--- config.mk ---
export PLATFORM = sky130hd
export DESIGN_NAME = serial_rx
export DESIGN_NICKNAME = d
export VERILOG_FILES = /design/src/rtl/serial_rx_pkg.sv /design/src/rtl/serial_rx_lowrun.sv /design/src/rtl/serial_rx_limit.sv /design/src/rtl/serial_rx_parity.sv /design/src/rtl/serial_rx.sv
export SDC_FILE = /design/constraint.sdc
export NUM_CORES = 1
export LEC_CHECK = 0
export BUFFER_PORTS_ARGS = -buffer_cell sky130_fd_sc_hd__buf_2
export CAP_MARGIN = 40
export CORE_MARGIN = 2
export CORE_UTILIZATION = 65
export DETAILED_ROUTE_END_ITERATION = 10
export PLACE_DENSITY = 0.85
export SLEW_MARGIN = 20
export SYNTH_ARGS = -nofsm -noshare
export SYNTH_HDL_FRONTEND = slang
export SYNTH_SLANG_ARGS = --single-unit
--- constraint.sdc ---
create_clock -name clk -period 6.9 [get_ports clk]
set_clock_uncertainty 0.15 [all_clocks]
set_input_delay 0.69 -clock clk [delete_from_list [all_inputs] [get_ports clk]]
set_output_delay 0.69 -clock clk [all_outputs]
set_load 0.02 [all_outputs]
--- src/rtl/serial_rx_pkg.sv ---
package serial_rx_pkg;

    typedef enum logic [2:0] {
        RX_IDLE,
        RX_START,
        RX_DATA,
        RX_PAR,
        RX_STOP,
        RX_RESYNC,
        RX_BRKCHK,
        RX_BRKWAIT
    } rx_state_e;

endpackage

--- src/rtl/serial_rx_lowrun.sv ---
// Counts consecutive ticks on which the line was sampled low (saturating).
module serial_rx_lowrun #(
    parameter int LOW_W = 8
) (
    input  logic             clk,
    input  logic             rst_n,
    input  logic             tick,
    input  logic             rxd,
    output logic [LOW_W-1:0] run_len
);
    localparam logic [LOW_W-1:0] RUN_MAX = {LOW_W{1'b1}};

    logic [LOW_W-1:0] run_d, run_q;

    always_comb begin
        run_d = run_q;
        if (tick) begin
            if (rxd) begin
                run_d = '0;
            end else if (run_q != RUN_MAX) begin
                run_d = run_q + LOW_W'(1);
            end
        end
    end

    always_ff @(posedge clk or negedge rst_n) begin
        if (!rst_n) begin
            run_q <= '0;
        end else begin
            run_q <= run_d;
        end
    end

    assign run_len = run_q;

    // a high sample ends any low run
    p_run_clear_r7: assert property (@(posedge clk) disable iff (!rst_n)
        (tick && rxd) |=> (run_len == '0));

    // a low sample extends an unsaturated run by one
    p_run_grow_r7: assert property (@(posedge clk) disable iff (!rst_n)
        (tick && !rxd && run_len != RUN_MAX) |=> (run_len == $past(run_len) + LOW_W'(1)));

endmodule

--- src/rtl/serial_rx_limit.sv ---
// Break limit in ticks: one full character time for the current format.
module serial_rx_limit #(
    parameter int OVS   = 16,
    parameter int LOW_W = 8
) (
    input  logic [1:0]       cfg_wlen,
    input  logic             cfg_par_en,
    input  logic             cfg_stop2,
    output logic [LOW_W-1:0] limit
);
    logic [LOW_W-1:0] bits_per_char;

    always_comb begin
        // start + (5 + wlen) data + parity + (1 or 2) stop
        bits_per_char = LOW_W'(7) + LOW_W'(cfg_wlen) + LOW_W'(cfg_par_en) + LOW_W'(cfg_stop2);
        limit         = LOW_W'(OVS) * bits_per_char;
    end

endmodule

--- src/rtl/serial_rx_parity.sv ---
// Parity evaluation of a captured character.
module serial_rx_parity #(
    parameter int DATA_W = 8
) (
    input  logic [DATA_W-1:0] data,
    input  logic              pbit,
    input  logic              par_en,
    input  logic              par_even,
    output logic              perr
);
    logic odd_ones;

    always_comb begin
        odd_ones = (^data) ^ pbit;
        perr     = par_en & (odd_ones ^ ~par_even);
    end

endmodule

--- src/rtl/serial_rx.sv ---
module serial_rx
    import serial_rx_pkg::*;
#(
    parameter int OVS    = 16,
    parameter int DATA_W = 8
) (
    input  logic              clk,
    input  logic              rst_n,
    input  logic              tick,
    input  logic              rxd,
    input  logic [1:0]        cfg_wlen,
    input  logic              cfg_par_en,
    input  logic              cfg_par_even,
    input  logic              cfg_stop2,
    output logic [DATA_W-1:0] rx_data,
    output logic              rx_perr,
    output logic              rx_ferr,
    output logic              rx_brk,
    output logic              rx_valid
);
    localparam int CNT_W = $clog2(OVS);
    localparam int IDX_W = $clog2(DATA_W);
    localparam int HALF  = OVS / 2;
    localparam int LOW_W = $clog2(OVS * (DATA_W + 4) + 1);

    localparam logic [CNT_W-1:0] MID_CNT  = CNT_W'(HALF - 1);
    localparam logic [CNT_W-1:0] FULL_CNT = CNT_W'(OVS - 1);

    typedef struct packed {
        rx_state_e         st;
        logic [CNT_W-1:0]  tcnt;
        logic [IDX_W-1:0]  bidx;
        logic [DATA_W-1:0] shreg;
        logic              pbit;
        logic              anyone;
        logic [DATA_W-1:0] o_data;
        logic              o_perr;
        logic              o_ferr;
        logic              o_brk;
        logic              o_valid;
    } rx_regs_t;

    rx_regs_t rx_d, rx_q;

    logic [LOW_W-1:0] run_len;
    logic [LOW_W-1:0] brk_limit;
    logic             char_perr;
    logic [IDX_W-1:0] last_idx;
    logic             bit_due;

    serial_rx_lowrun #(
        .LOW_W (LOW_W)
    ) u_lowrun (
        .clk     (clk),
        .rst_n   (rst_n),
        .tick    (tick),
        .rxd     (rxd),
        .run_len (run_len)
    );

    serial_rx_limit #(
        .OVS   (OVS),
        .LOW_W (LOW_W)
    ) u_limit (
        .cfg_wlen   (cfg_wlen),
        .cfg_par_en (cfg_par_en),
        .cfg_stop2  (cfg_stop2),
        .limit      (brk_limit)
    );

    serial_rx_parity #(
        .DATA_W (DATA_W)
    ) u_parity (
        .data     (rx_q.shreg),
        .pbit     (rx_q.pbit),
        .par_en   (cfg_par_en),
        .par_even (cfg_par_even),
        .perr     (char_perr)
    );

    always_comb begin
        last_idx = IDX_W'(4) + IDX_W'(cfg_wlen);
        bit_due  = (rx_q.tcnt == FULL_CNT);

        rx_d         = rx_q;
        rx_d.o_valid = 1'b0;

        if (tick) begin
            case (rx_q.st)
                RX_IDLE: begin
                    if (!rxd) begin
                        rx_d.st   = RX_START;
                        rx_d.tcnt = '0;
                    end
                end

                RX_START: begin
                    if (rx_q.tcnt == MID_CNT) begin
                        if (rxd) begin
                            rx_d.st = RX_IDLE;
                        end else begin
                            rx_d.st     = RX_DATA;
                            rx_d.tcnt   = '0;
                            rx_d.bidx   = '0;
                            rx_d.shreg  = '0;
                            rx_d.pbit   = 1'b0;
                            rx_d.anyone = 1'b0;
                        end
                    end else begin
                        rx_d.tcnt = rx_q.tcnt + CNT_W'(1);
                    end
                end

                RX_DATA: begin
                    if (bit_due) begin
                        rx_d.tcnt              = '0;
                        rx_d.shreg[rx_q.bidx]  = rxd;
                        rx_d.anyone            = rx_q.anyone | rxd;
                        if (rx_q.bidx == last_idx) begin
                            rx_d.st = cfg_par_en ? RX_PAR : RX_STOP;
                        end else begin
                            rx_d.bidx = rx_q.bidx + IDX_W'(1);
                        end
                    end else begin
                        rx_d.tcnt = rx_q.tcnt + CNT_W'(1);
                    end
                end

                RX_PAR: begin
                    if (bit_due) begin
                        rx_d.tcnt   = '0;
                        rx_d.pbit   = rxd;
                        rx_d.anyone = rx_q.anyone | rxd;
                        rx_d.st     = RX_STOP;
                    end else begin
                        rx_d.tcnt = rx_q.tcnt + CNT_W'(1);
                    end
                end

                RX_STOP: begin
                    if (bit_due) begin
                        rx_d.tcnt = '0;
                        if (rxd) begin
                            rx_d.o_data  = rx_q.shreg;
                            rx_d.o_perr  = char_perr;
                            rx_d.o_ferr  = 1'b0;
                            rx_d.o_brk   = 1'b0;
                            rx_d.o_valid = 1'b1;
                            rx_d.st      = RX_IDLE;
                        end else if (!rx_q.anyone) begin
                            rx_d.st = RX_BRKCHK;
                        end else begin
                            rx_d.o_data  = rx_q.shreg;
                            rx_d.o_perr  = char_perr;
                            rx_d.o_ferr  = 1'b1;
                            rx_d.o_brk   = 1'b0;
                            rx_d.o_valid = 1'b1;
                            rx_d.st      = RX_RESYNC;
                        end
                    end else begin
                        rx_d.tcnt = rx_q.tcnt + CNT_W'(1);
                    end
                end

                RX_RESYNC: begin
                    if (rxd) begin
                        rx_d.st = RX_IDLE;
                    end else begin
                        rx_d.st     = RX_DATA;
                        rx_d.tcnt   = CNT_W'(1);
                        rx_d.bidx   = '0;
                        rx_d.shreg  = '0;
                        rx_d.pbit   = 1'b0;
                        rx_d.anyone = 1'b0;
                    end
                end

                RX_BRKCHK: begin
                    if (rxd) begin
                        rx_d.o_data  = rx_q.shreg;
                        rx_d.o_perr  = char_perr;
                        rx_d.o_ferr  = 1'b1;
                        rx_d.o_brk   = 1'b0;
                        rx_d.o_valid = 1'b1;
                        rx_d.st      = RX_IDLE;
                    end else if (run_len >= brk_limit) begin
                        rx_d.o_data  = '0;
                        rx_d.o_perr  = 1'b0;
                        rx_d.o_ferr  = 1'b1;
                        rx_d.o_brk   = 1'b1;
                        rx_d.o_valid = 1'b1;
                        rx_d.st      = RX_BRKWAIT;
                    end
                end

                RX_BRKWAIT: begin
                    if (rxd) begin
                        rx_d.st = RX_IDLE;
                    end
                end

                default: begin
                    rx_d.st = RX_IDLE;
                end
            endcase
        end
    end

    always_ff @(posedge clk or negedge rst_n) begin
        if (!rst_n) begin
            rx_q <= '0;
        end else begin
            rx_q <= rx_d;
        end
    end

    assign rx_data  = rx_q.o_data;
    assign rx_perr  = rx_q.o_perr;
    assign rx_ferr  = rx_q.o_ferr;
    assign rx_brk   = rx_q.o_brk;
    assign rx_valid = rx_q.o_valid;

    // the strobe never lasts two clocks
    p_strobe_single_r10: assert property (@(posedge clk) disable iff (!rst_n)
        rx_valid |=> !rx_valid);

    // an idle receiver produces no character on the next clock
    p_idle_quiet_r10: assert property (@(posedge clk) disable iff (!rst_n)
        (rx_q.st == RX_IDLE) |=> !rx_valid);

    // a break character is all zero with framing set and parity clear
    p_brk_shape_r7: assert property (@(posedge clk) disable iff (!rst_n)
        (rx_valid && rx_brk) |-> (rx_data == '0 && rx_ferr && !rx_perr));

    // a high line at the start midpoint drops back to idle without output
    p_glitch_drop_r2: assert property (@(posedge clk) disable iff (!rst_n)
        (rx_q.st == RX_START && tick && rx_q.tcnt == MID_CNT && rxd)
        |=> (rx_q.st == RX_IDLE && !rx_valid));

    // while the line stays low after a break the receiver stays parked
    p_brk_park_r9: assert property (@(posedge clk) disable iff (!rst_n)
        (rx_q.st == RX_BRKWAIT && (!tick || !rxd)) |=> (rx_q.st == RX_BRKWAIT && !rx_valid));

endmodule

Word-level counts from Yosys, hierarchy flattened
Index checks and enable logic that the tools add are counted.
Word-level totals
  register bits after elaboration: 40
  input bits: 9
  output and inout bits: 12
  logic and storage cells: 108
Operators by class
  add/subtract/negate cells: 7
  $lt $le $gt $ge: 3
  eq/ne operators: 24
  mux-type cells: 39
  bitwise logic cells: 5
  reductions and logical operators: 18
Operators by type and width (number)
  $mux W12: 5
  $mux W17: 2
  $mux W3: 11
  $pmux W11 S3: 1
  $pmux W12 S2: 1
  $pmux W3 S8: 1
  $ne A2 B2 Y1 const B: 10
  $mux W8: 2
  $pmux W4 S4: 1
  $reduce_and A7 Y1: 2
  $mux W13: 1
  $eq A3 B3 Y1 const B: 4
  $reduce_and A6 Y1: 2
  $mux W11: 1
  $reduce_and A5 Y1: 2
  $ne A3 B3 Y1 const B: 3
  $reduce_and A9 Y1: 1
  $add A4 B1 Y4: 2
  $add A8 B1 Y8 const B: 1
  $bwmux W8: 1
  $ge A8 B8 Y1: 1
  $mux W4: 2
  $ne A8 B8 Y1 const B: 1
  $reduce_bool A4 Y1: 2
  other kinds (28): 36

Longest topological paths before layout
  word-level depth: 9
  gate-level depth with buffers: 14
  gate-level depth less buffers: 13

By module
From an unflattened synthesis, not the netlist that was laid out.
Second synthesis, totals
  cells, all modules: 307
  area total of the unflattened synthesis: 2901.5 um^2
By module, submodules not included
  serial_rx: instances 1, cells each 233, area an instance 2155.8 um^2, seq. area each 800.8 um^2
  serial_rx_lowrun: instances 1, cells each 48, area an instance 514.2 um^2, seq. area each 200.2 um^2
  serial_rx_limit: instances 1, cells each 17, area an instance 141.4 um^2, seq. area each 0.0 um^2
  serial_rx_parity: instances 1, cells each 9, area an instance 90.1 um^2, seq. area each 0.0 um^2

Worst setup path before layout
OpenSTA, ideal clock, no wires.
  path kind: in2reg
  start point: input port cfg_wlen[0]
  end point: register rx_q[29] (netlist bit)
  library setup time: 0.125 ns
  data arrival time: 3.261 ns
  data required time: 6.625 ns
  slack: 3.364 ns
  cell stages on the path: 13
  path buffers: 0
  path through: inv_1 ha_1 inv_1 ha_1 inv_1 fa_1 xnor2_1 ha_1 nand4_1 or4b_1 nand3_1 o311ai_2 mux2_4
On the way
  cells in the longest elaborated chain, start to end: 6
  elaborated cells between the ends (all ways): 9
  classes of those cells: 4 x add/sub; 1 x order compare; 3 x eq/ne; 1 x reduce/logical
RTL lines
  from (decl): RTL line serial_rx.sv:11  | input logic [1:0] cfg_wlen,
  $add A3 B2 Y4: RTL line serial_rx_limit.sv:15  | bits_per_char = LOW_W'(7) + LOW_W'(cfg_wlen) + LOW_W'(cfg_par_en) + LOW_W'(cfg_stop2);
  $add A4 B1 Y4 (2 in a row): RTL line serial_rx_limit.sv:15
  $ge A8 B8 Y1: RTL line serial_rx.sv:186  | end else if (run_len >= brk_limit) begin
  $ne A3 B3 Y1 (no source line)
  $reduce_and A9 Y1 (no source line) *
  to (signal assigned): RTL line serial_rx.sv:213  | rx_q <= rx_d;
  to (decl): RTL line serial_rx.sv:43  | rx_regs_t rx_d, rx_q;
Mark *: on every way between the ends. The rest lies on a longest branch, timed or not.
A chain may end at the register's enable or synchronous reset.

Worst setup path in the final report
Same ends and word-level chain as after synthesis.

==> flow_metrics.tcl <==
set metrics [dict create \
    wl_per_cell_um 15.99 \
    path_clk_slew_ns 0.08 \
    synthTopCellsByArea "dfrtp_1, o21ai_0, ha_1" \
    slew_headroom_pct 47.48 \
    antenna_cells 0 \
    grt-busiest-layer "met2" \
    drtPass1Iterations 5 \
    numCtsBuffers 5 \
    grt-ovfl-total 0 \
    synthAdderAreaFrac_pct 5.817 \
    synth_compound_area_share_pct 21.61 \
    maxSlewViolCount 0 \
    cts-hold-fix-buffers 0 \
    core_um2 4000 \
    grt_max_degree 27 \
    setup_tns_ns 0 \
    slowest_stage "or4b_1" \
    yosys_warnings 0 \
    ys.flop_type "dfrtp_1" \
    synth_top_family_by_area "compound AO/OA/AOI/OAI gates" \
    clkPwrFrac_pct 25.5 \
    yosysTopAreaCell "dfrtp_1" \
    finalCriticalPeriod_ns 3.535 \
    ant_nets 0 \
    drtIter0Drc 135 \
    power_frac_seq_pct 39.0 \
    start_util_pct 67.75 \
    whs_ns 0.1965 \
    clock_sinks 40 \
    drc 0 \
    path_max_fanout 3 \
    place_congestion 0.8573 \
    setup_violations 0 \
    portBuffers 20 \
    syn_area_per_cell_um2 9.543 \
    area_growth_pct 7.110 \
    ys_types 65 \
    reg2reg_depth 5 \
    ys_seq_area_share_pct 36.93 \
    r2r-start "rx_q[30]" \
    synth_xor_area_share_pct 5.355 \
    rsz0062_at_grt "no" \
    p_per_area_nw_per_um2 302.7 \
    clockBufferDepth 2 \
    synth_area_um2 2710 \
    htreeDepth 2 \
    maxCapViolCount 0 \
    met1_usage_pct 36.20 \
    cts_tree "built" \
    syn-instance-count 284 \
    hold_viol_final 0 \
    grt_util_met2_pct 42.31 \
    grt_pass1_wl_um 9190 \
    cts-root-buf "clkbuf_8" \
    ys_ff_latch 40 \
    yosysTopAreaCellShare_pct 36.93 \
    synth_nets 305 \
    tightestPinTransition_ns 0.7878 \
    crit_required_ns 6.94 \
    outcome "finished, final reports clean" \
    max_freq_mhz 282.9 \
    start_kind "primary input" \
    critPathKind "in2reg" \
    hp-class "in2async" \
    mostFrequentLayoutCell "dfrtp_1" \
    clk-insertion-delay-late_ns 0.30 \
    synth_mux_area_share_pct 3.601 \
    met3_usage_pct 5.195 \
    first_global_vias 1987 \
    r2r_slack_ns 4.31 \
    cp_top_family "adder cells" \
    swShare_pct 36.94 \
    path_buf_inv 4 \
    num_vias 2105 \
    p_int_w 0.0005540 \
    synth_edf_count 0 \
    drive_above_1_share_pct 15.81 \
    wirelength_um 5451 \
    avgViaCountPerCell 6.173 \
    crit_arrival_ns 3.57 \
    p_sw_w 0.0003246 \
    cts_setup_buffers 0 \
    synthArstFlopShare_pct 100.0 \
    antenna_found_initial 0 \
    ir_worst_vdd_mv 0.1780 \
    p_comb_share_pct 35.5 \
    grt_usage_pct 26.41 \
    die_x_um 68.57 \
    r2r_end "rx_q[29]" \
    min_period_over_period_pct 51.24 \
    final_nets 312 \
    worstSetupEndpointType "flip-flop" \
    final_cell_mix "dfrtp_1, o21ai_0, buf_2" \
    yosys.area_share.simple_pct 19.94 \
    dp_hpwl_um 3962 \
    p_leak_nw 1.319 \
    rows 23 \
    die-area_um2 4702 \
    max_stage_delay_ns 0.53 \
    die_y_um 68.57 \
    ios 21 \
    worstPathCellList "buf_2 > inv_1 > ha_1 > inv_1 > ha_1 > inv_1 > fa_1 > xnor2_1 > ha_1 > nand4_1 > or4b_1 > nand3_1 > o311ai_2 > mux2_4" \
    cts_resized 0 \
]
==> power groups by stage <==
| stage | registers [W] | logic [W] | clock network [W] |
|---|---|---|---|
| after floorplan | 0.000299 | 0.000293 | 0 |
| after global placement | 0.000343 | 0.000300 | 0 |
| after detailed placement | 0.000345 | 0.000309 | 0 |
| after CTS | 0.000340 | 0.000312 | 0.000228 |
| after global routing | 0.000351 | 0.000349 | 0.000237 |
| final | 0.000342 | 0.000312 | 0.000224 |
==> flip-flops by register name, indices dropped and copies added (netlist names) <==
register and count:
rx_ferr 1, rx_valid 1, rx_data 8, rx_brk 1, rx_perr 1, rx_q 20, u_lowrun.run_len 8
==> kinds of logic after synthesis <==
logic type / count (synthesis)
compound gates: 81
buf+inv: 36
simple gates: 92
mux: 8
xor+xnor: 15
fa+ha+maj: 12
flops: 40
==> worst reg2reg max path: stages, from the launching register on <==
cell and delay, ns:
dfrtp_1 0.86, nand2b_1 0.44, a311oi_4 0.47, nor4b_4 0.09, o311ai_2 0.15, mux2_4 0.33
==> how the worst max path moves through the flow <==
stage | start | to | slack (ns) | depth (start not counted)
3_3_place_gp | cfg_wlen[0] | rx_q[31] | 3.17 | 14
4_1_cts | cfg_wlen[0] | rx_q[29] | 3.36 | 14
2_1_floorplan | cfg_wlen[0] | rx_q[29] | 3.36 | 13
5_1_grt | cfg_wlen[0] | rx_perr | 3.21 | 14
3_5_place_dp | cfg_wlen[0] | rx_q[30] | 3.07 | 14
6_report | cfg_wlen[0] | rx_q[29] | 3.36 | 14
==> stage by stage <==
stage | setup slack, ns | instances | util (%) | power (W) | cell area [um^2]
after floorplan | 3.364 | 284 | - | 0.0005924 | 2710
after global placement | 3.175 | 333 | 68.66 | 0.0006437 | 2746
after detailed placement | 3.074 | 334 | 69.35 | 0.0006545 | 2774
after CTS | 3.360 | 341 | 72.57 | 0.0008812 | 2903
after global routing | 3.210 | 341 | 72.57 | 0.0009364 | 2903
final | 3.365 | 341 | 72.57 | 0.0008786 | 2903
==> final cells by class <==
cell class | count | area (um^2)
inverters | 15 | 56.30
multi-input cells | 208 | 1526
fillers | 302 | 1097
flip-flops and latches | 40 | 1001
clock buffers | 5 | 68.82
repair buffers | 21 | 127.6
clock inverters | 2 | 60.06
well taps | 50 | 62.56
==> synth_stat cells, drive strengths merged, types with 7 or more instances <==
| cell | count |
|---|---|
| dfrtp | 40 |
| o21ai | 31 |
| nand2 | 17 |
| nor2 | 16 |
| buf | 15 |
| inv | 15 |
| ha | 11 |
| xnor2 | 11 |
| a22o | 10 |
| nand3 | 9 |
| nor2b | 9 |
| a21oi | 8 |
| nor3 | 8 |
| nand2b | 7 |
==> routing by layer <==
layer / up-vias / routed length [um]
met5: - / 0
met4: 0 / 68
met3: 7 / 244
met2: 64 / 2599
met1: 998 / 2539
li1: 1036 / -
Power figures use the tool's default switching activity.
